<file path="src/rtl/gpio_lock_pkg.sv">
package gpio_lock_pkg;
    localparam logic [2:0] A_CFG_LO = 3'd0;
    localparam logic [2:0] A_CFG_HI = 3'd1;
    localparam logic [2:0] A_IN     = 3'd2;
    localparam logic [2:0] A_OUT    = 3'd3;
    localparam logic [2:0] A_SETCLR = 3'd4;
    localparam logic [2:0] A_CLR    = 3'd5;
    localparam logic [2:0] A_LOCK   = 3'd6;

    localparam logic [3:0] CFG_RESET = 4'h4;

    typedef enum logic [1:0] {
        LK_IDLE  = 2'd0,
        LK_ONE   = 2'd1,
        LK_ZERO  = 2'd2,
        LK_ARMED = 2'd3
    } lk_state_e;
endpackage

</file>
<file path="src/rtl/gpio_in_sync.sv">
module gpio_in_sync #(
    parameter int W      = 16,
    parameter int STAGES = 2
) (
    input  logic         clk,
    input  logic         rst_n,
    input  logic [W-1:0] async_in,
    output logic [W-1:0] sync_out
);
    logic [STAGES-1:0][W-1:0] sync_d, sync_q;

    always_comb begin
        sync_d[0] = async_in;
        for (int i = 1; i < STAGES; i++) sync_d[i] = sync_q[i-1];
    end

    always_ff @(posedge clk or negedge rst_n) begin
        if (!rst_n) sync_q <= '0;
        else        sync_q <= sync_d;
    end

    assign sync_out = sync_q[STAGES-1];
endmodule

</file>
<file path="src/rtl/gpio_pin_drive.sv">
module gpio_pin_drive (
    input  logic [3:0] cfg,
    input  logic       odr_bit,
    input  logic       alt_bit,
    output logic       oe,
    output logic       out,
    output logic       pu,
    output logic       pd,
    output logic [1:0] speed
);
    logic [1:0] mode, sub;
    logic       src;

    always_comb begin
        mode  = cfg[1:0];
        sub   = cfg[3:2];
        src   = sub[1] ? alt_bit : odr_bit;
        oe    = 1'b0;
        out   = 1'b0;
        pu    = 1'b0;
        pd    = 1'b0;
        speed = mode;
        if (mode != 2'b00) begin
            if (sub[0]) begin
                oe  = ~src;
                out = 1'b0;
            end else begin
                oe  = 1'b1;
                out = src;
            end
        end else if (sub == 2'b10) begin
            pu = odr_bit;
            pd = ~odr_bit;
        end
    end
endmodule

</file>
<file path="src/rtl/gpio_lock_seq.sv">
module gpio_lock_seq
    import gpio_lock_pkg::*;
#(
    parameter int N_PINS = 16,
    parameter int DATA_W = 32
) (
    input  logic              clk,
    input  logic              rst_n,
    input  logic              wr_lock,
    input  logic              rd_lock,
    input  logic [DATA_W-1:0] wdata,
    output logic              lock_key,
    output logic [N_PINS-1:0] lock_mask
);
    localparam int KEY_BIT = N_PINS;

    typedef struct packed {
        lk_state_e         state;
        logic [N_PINS-1:0] pend;
        logic              locked;
        logic [N_PINS-1:0] mask;
    } lk_regs_t;

    lk_regs_t lk_d, lk_q;
    logic              wkey;
    logic [N_PINS-1:0] wmask;
    logic              same;

    always_comb begin
        wkey  = wdata[KEY_BIT];
        wmask = wdata[N_PINS-1:0];
        same  = (wmask == lk_q.pend);
        lk_d  = lk_q;
        if (!lk_q.locked) begin
            if (wr_lock) begin
                unique case (lk_q.state)
                    LK_IDLE: begin
                        lk_d.state = wkey ? LK_ONE : LK_IDLE;
                        lk_d.pend  = wmask;
                    end
                    LK_ONE:  lk_d.state = (!wkey && same) ? LK_ZERO  : LK_IDLE;
                    LK_ZERO: lk_d.state = ( wkey && same) ? LK_ARMED : LK_IDLE;
                    default: lk_d.state = LK_IDLE;
                endcase
            end else if (rd_lock && lk_q.state == LK_ARMED) begin
                lk_d.locked = 1'b1;
                lk_d.mask   = lk_q.pend;
                lk_d.state  = LK_IDLE;
            end
        end
    end

    always_ff @(posedge clk or negedge rst_n) begin
        if (!rst_n) lk_q <= '{state: LK_IDLE, pend: '0, locked: 1'b0, mask: '0};
        else        lk_q <= lk_d;
    end

    assign lock_key  = lk_q.locked;
    assign lock_mask = lk_q.mask;
endmodule

</file>
<file path="src/rtl/gpio_lock_port.sv">
module gpio_lock_port
    import gpio_lock_pkg::*;
#(
    parameter int N_PINS  = 16,
    parameter int DATA_W  = 32,
    parameter int FIELD_W = 4,
    parameter int ADDR_W  = 3,
    parameter int SYNC_N  = 2
) (
    input  logic                clk,
    input  logic                rst_n,
    input  logic                bus_sel,
    input  logic                bus_wr,
    input  logic [ADDR_W-1:0]   bus_addr,
    input  logic [DATA_W-1:0]   bus_wdata,
    output logic [DATA_W-1:0]   bus_rdata,
    input  logic [N_PINS-1:0]   pad_in,
    input  logic [N_PINS-1:0]   alt_in,
    output logic [N_PINS-1:0]   pad_oe,
    output logic [N_PINS-1:0]   pad_out,
    output logic [N_PINS-1:0]   pad_pu,
    output logic [N_PINS-1:0]   pad_pd,
    output logic [2*N_PINS-1:0] pin_speed
);
    localparam int PER_REG = DATA_W / FIELD_W;

    typedef struct packed {
        logic [N_PINS-1:0][FIELD_W-1:0] cfg;
        logic [N_PINS-1:0]              odr;
    } port_regs_t;

    port_regs_t        r_d, r_q;
    logic              wr_en, rd_en;
    logic              lock_key;
    logic [N_PINS-1:0] lock_mask;
    logic [N_PINS-1:0] idr;
    logic [N_PINS-1:0] odr_q;

    assign wr_en = bus_sel & bus_wr;
    assign rd_en = bus_sel & ~bus_wr;
    assign odr_q = r_q.odr;

    gpio_lock_seq #(.N_PINS(N_PINS), .DATA_W(DATA_W)) u_lock (
        .clk      (clk),
        .rst_n    (rst_n),
        .wr_lock  (wr_en && bus_addr == A_LOCK),
        .rd_lock  (rd_en && bus_addr == A_LOCK),
        .wdata    (bus_wdata),
        .lock_key (lock_key),
        .lock_mask(lock_mask)
    );

    gpio_in_sync #(.W(N_PINS), .STAGES(SYNC_N)) u_sync (
        .clk     (clk),
        .rst_n   (rst_n),
        .async_in(pad_in),
        .sync_out(idr)
    );

    always_comb begin
        r_d = r_q;
        if (wr_en) begin
            unique case (bus_addr)
                A_CFG_LO: for (int p = 0; p < PER_REG; p++)
                    if (!lock_mask[p]) r_d.cfg[p] = bus_wdata[FIELD_W*p +: FIELD_W];
                A_CFG_HI: for (int p = 0; p < PER_REG; p++)
                    if (!lock_mask[p+PER_REG]) r_d.cfg[p+PER_REG] = bus_wdata[FIELD_W*p +: FIELD_W];
                A_OUT:    r_d.odr = bus_wdata[N_PINS-1:0];
                A_SETCLR: r_d.odr = (r_q.odr & ~bus_wdata[2*N_PINS-1:N_PINS]) | bus_wdata[N_PINS-1:0];
                A_CLR:    r_d.odr = r_q.odr & ~bus_wdata[N_PINS-1:0];
                default:  ;
            endcase
        end
    end

    always_ff @(posedge clk or negedge rst_n) begin
        if (!rst_n) begin
            r_q.cfg <= {N_PINS{CFG_RESET}};
            r_q.odr <= '0;
        end else begin
            r_q <= r_d;
        end
    end

    always_comb begin
        bus_rdata = '0;
        unique case (bus_addr)
            A_CFG_LO: for (int p = 0; p < PER_REG; p++) bus_rdata[FIELD_W*p +: FIELD_W] = r_q.cfg[p];
            A_CFG_HI: for (int p = 0; p < PER_REG; p++) bus_rdata[FIELD_W*p +: FIELD_W] = r_q.cfg[p+PER_REG];
            A_IN:     bus_rdata[N_PINS-1:0] = idr;
            A_OUT:    bus_rdata[N_PINS-1:0] = r_q.odr;
            A_LOCK:   bus_rdata[N_PINS:0]   = {lock_key, lock_mask};
            default:  bus_rdata = '0;
        endcase
    end

    for (genvar g = 0; g < N_PINS; g++) begin : g_pin
        gpio_pin_drive u_drv (
            .cfg    (r_q.cfg[g]),
            .odr_bit(r_q.odr[g]),
            .alt_bit(alt_in[g]),
            .oe     (pad_oe[g]),
            .out    (pad_out[g]),
            .pu     (pad_pu[g]),
            .pd     (pad_pd[g]),
            .speed  (pin_speed[2*g +: 2])
        );
    end
endmodule

</file>
<file path="config.mk">
export PLATFORM = sky130hd
export DESIGN_NAME = gpio_lock_port
export DESIGN_NICKNAME = d
export VERILOG_FILES = /design/src/rtl/gpio_lock_pkg.sv /design/src/rtl/gpio_in_sync.sv /design/src/rtl/gpio_pin_drive.sv /design/src/rtl/gpio_lock_seq.sv /design/src/rtl/gpio_lock_port.sv
export SDC_FILE = /design/constraint.sdc
export NUM_CORES = 1
export LEC_CHECK = 0
export BUFFER_PORTS_ARGS = -buffer_cell sky130_fd_sc_hd__buf_2
export CAP_MARGIN = 20
export CELL_PAD_IN_SITES_DETAIL_PLACEMENT = 1
export CELL_PAD_IN_SITES_GLOBAL_PLACEMENT = 1
export CORE_UTILIZATION = 42
export DETAILED_ROUTE_END_ITERATION = 10
export PLACE_DENSITY = 0.82
export SYNTH_ARGS = -nofsm -noshare
export SYNTH_HDL_FRONTEND = slang
export SYNTH_SLANG_ARGS = --single-unit
</file>
<file path="constraint.sdc">
create_clock -name clk -period 2.4 [get_ports clk]
set_input_delay 0 -clock clk [delete_from_list [all_inputs] [get_ports clk]]
set_output_delay 0 -clock clk [all_outputs]
set_load 0.01 [all_outputs]
</file>
==> impl_results.md <==
- Status: complete, no violations
- WP data arrival: 2.33 ns
- Initial antenna violation count: 1
- IO Pins: 199
- Die area: 0.01993 sq mm
- Final core utilization: 52.03%
- Post-DP Area: 0.008732 sq mm
- Core Region: 0.01883 sq mm
- Clk buf depth: 2
- Dpl hpwl: 17050 microns
- Vias/cell: 5.481
- Area of the multi-input gates: 0.003540 sq mm
- Final Instance Area: 0.009798 sq mm
- Netlist cell types: 41
- Least-Margin Pin Slew: 0.7322 ns
- Synth Warn #: 0
- Slew Viols, Final: 0
- DRT Pass-1 Iters: 7
- Synthesized area: 0.008137 sq mm
- Final nets: 941
- Placer congestion estimate: 0.8009
- Timing-limited maximum frequency: 492.5 MHz
- Htree depth: 4
- RSZ-0062 raised after global routing: false
- WL/cell: 21.90 microns
- Slowest CP cell: or3_1
- Clock slew seen by the registers of the worst setup and hold paths: 0.06 ns
- Initial Utilization: 43.21%
- Register bit total from synthesis: 147
- Wire length on met1: 10370 microns
- Sw power: 2.429 mW
- Tmin final: 2.030 ns
- CTS tree: built
- Critical path cell sequence: dlygate4sd3_1 -> buf_2 -> nand2_1 -> or3_1 -> nor2_2 -> mux2_1
- Clock power frac: 32.2%
- Chip height: 141.2 microns
- Setup tns final: 0 ns
- Crit start category: primary input
- Max incr delay on CP: 0.70 ns
- Total power: 7.793 mW
- Port Buffers: 198
- Most common cell after layout, fill and taps aside: buf_2
- Met2 wire len: 12390 microns
- Most used flip-flop cell after synthesis: dfrtp_1
- Via count: 6270
- Top Metal Used: met4
- CTS root buf: clkbuf_16
- Met3 wire length: 1511 microns
- Sw frac: 31.16%
- # fillers: 2036
- Postcts setup bufs: 0
- Max Clock Skew: 0.004165 ns
- ANT nets after route: 0
- Synth-to-Final Area Change: 20.42%
- Synthesized instance count: 717
- Commonest non-fill, non-tap cells in the layout: buf_2, dfrtp_1, nor2_1, dlygate4sd3_1, mux2i_1
- DR iter-0 viols: 286
- Leak: 4.873 nW
- Internal: 5.364 mW
- PwrDens: 795.4 mW/mm^2
- Rows: 50
- Avg Inst Size Synth: 11.35 sq um
- Worst Hold Class: primary input to asynchronous set/reset pin
- Global-route wire length before repair: 38600 microns
- Storage cell area: 0.003699 sq mm
- Syn nets: 788
- Post-synth EDFFs: 0
- Grt ovf: 0
- Sequential power share: 43.1%
- Max IR drop VDD: 0.6246 mV
- Combinational Power Share: 24.7%
- Hold slack: 0.1539 ns
- Final Hold Viols: 0
- Share of cells above drive strength 1: 37.30%
- Pin count of the biggest net entering global routing: 70
- DIE WIDTH: 141.2 microns
- CP Class: primary input to flip-flop
- Fin crit share: 84.60%
- Number of global-route vias before repair: 6637
- Max Cap Viol: 0
- Total wire length: 25060 microns
- DR DRC count: 0
- CP Max Fanout: 8
- Worst slew margin: 51.19%
- CTS buffer count: 17
- Crit end category: flip-flop
- Clock Sinks: 147
- Final setup vio count: 0
- Worst skew pair latency: 0.43 ns
- Req. time, crit path: 2.70 ns
- Post-cts resize count: 0
- Ys async rst share: 100.0%
- Global-route usage over all layers: 25.97%
- Seq/Total Area, Yosys: 45.46%
## state kept, by name, summed over array words and instances, names as in the netlist
register          flops
u_lock.lock_key       1
odr_q                16
u_sync.sync_d        16
u_lock.lock_mask     16
r_q                  64
u_lock.lk_q          18
u_sync.sync_out      16
## routing by layer
layer / vias to the layer above / GRT usage [%]
li1: 2767 / -
met1: 3201 / 32.09
met2: 245 / 43.38
met3: 57 / 6.488
met4: 0 / 10.58
met5: - / 0
## through the flow
stage | setup slack [ns] | cells
4_1_cts | 0.4910 | 1142
2_1_floorplan | 0.7050 | 717
6_report | 0.3697 | 1144
5_1_grt | 0.3318 | 1143
3_5_place_dp | 0.4647 | 1060
3_3_place_gp | 0.5151 | 1060
## synthesized netlist by cell type (10+ instances only)
library cell / count / area (sq um)
nor2b_1: 20 / 125.1
mux2i_1: 48 / 480.5
nand2_1: 19 / 71.32
xor2_1: 16 / 140.1
a21oi_1: 18 / 90.09
and4b_1: 16 / 160.2
mux2_4: 32 / 480.5
o221ai_1: 16 / 140.1
a22o_1: 32 / 280.3
nor3_1: 17 / 85.08
mux2_1: 35 / 394.1
buf_4: 97 / 728.2
clkbuf_1: 14 / 52.55
dfstp_2: 16 / 420.4
or2_1: 10 / 62.56
nor4bb_1: 16 / 160.2
dfrtp_1: 131 / 3278
nor2_1: 63 / 236.5
buf_2: 19 / 95.09
mux2_2: 29 / 326.6
## repair_timing
item                                   in CTS  in global routing
setup endpoints to repair                   0                  0
endpoints found under the hold margin     176                  0
hold buffers                               51                  0
## critical path, delay by kind of cell
kind	cells	cell delay [ns]
and+or+nand+nor	3	1.26
buffers and inverters	2	0.71
muxes	1	0.36
## layout make-up
type,instances,share of cell area (%)
diodes,2,0.05108
clock buffers,27,5.133
clock inverters,4,0.4853
inverters,3,0.1149
multi-input cells,434,36.13
flip-flops and latches,147,37.75
well taps,260,3.320
repair buffers,267,17.02
## final timing paths
path | startpoint | end | slack, ns | cells after the start
worst max-delay path | bus_sel | r_q[31]$_DFFE_PN0P_ | 0.37 | 6
worst min-delay path | rst_n | r_q[17]$_DFFE_PN0P_ | 0.15 | 2
worst max register to register | u_lock.lock_key$_DFF_PN0_ | u_lock.lk_q[19]$_DFFE_PN0P_ | 0.54 | 4
worst min register to register | u_sync.sync_d[21]$_DFF_PN0_ | u_sync.sync_out[5]$_DFF_PN0_ | 0.35 | 0
max in group asynchronous | rst_n | r_q[26]$_DFFE_PN1P_ | 1.50 | 3
min in group clk | pad_in[0] | u_sync.sync_d[16]$_DFF_PN0_ | 0.21 | 2
## power groups by stage
stage	sequential, mW	clock (mW)	combinational, mW
2_1_floorplan	3.19	0	1.57
3_3_place_gp	3.37	0	1.78
3_5_place_dp	3.39	0	1.84
4_1_cts	3.36	2.55	1.92
5_1_grt	3.42	2.65	2.08
6_report	3.36	2.51	1.92
## kinds of logic (layout without fill, tap and decap cells)
family | Yosys count | count (layout) | synth area share (%)
buffers and inverters | 136 | 301 | 11.04
DFF | 147 | 147 | 45.46
other | 0 | 2 | 0
AOI/OAI and AO/OA | 89 | 89 | 7.827
xor gates and xnor gates | 16 | 16 | 1.722
and+or+nand+nor | 185 | 185 | 13.29
muxes | 144 | 144 | 20.67
Note: power is estimated with default switching activity, not from simulation.
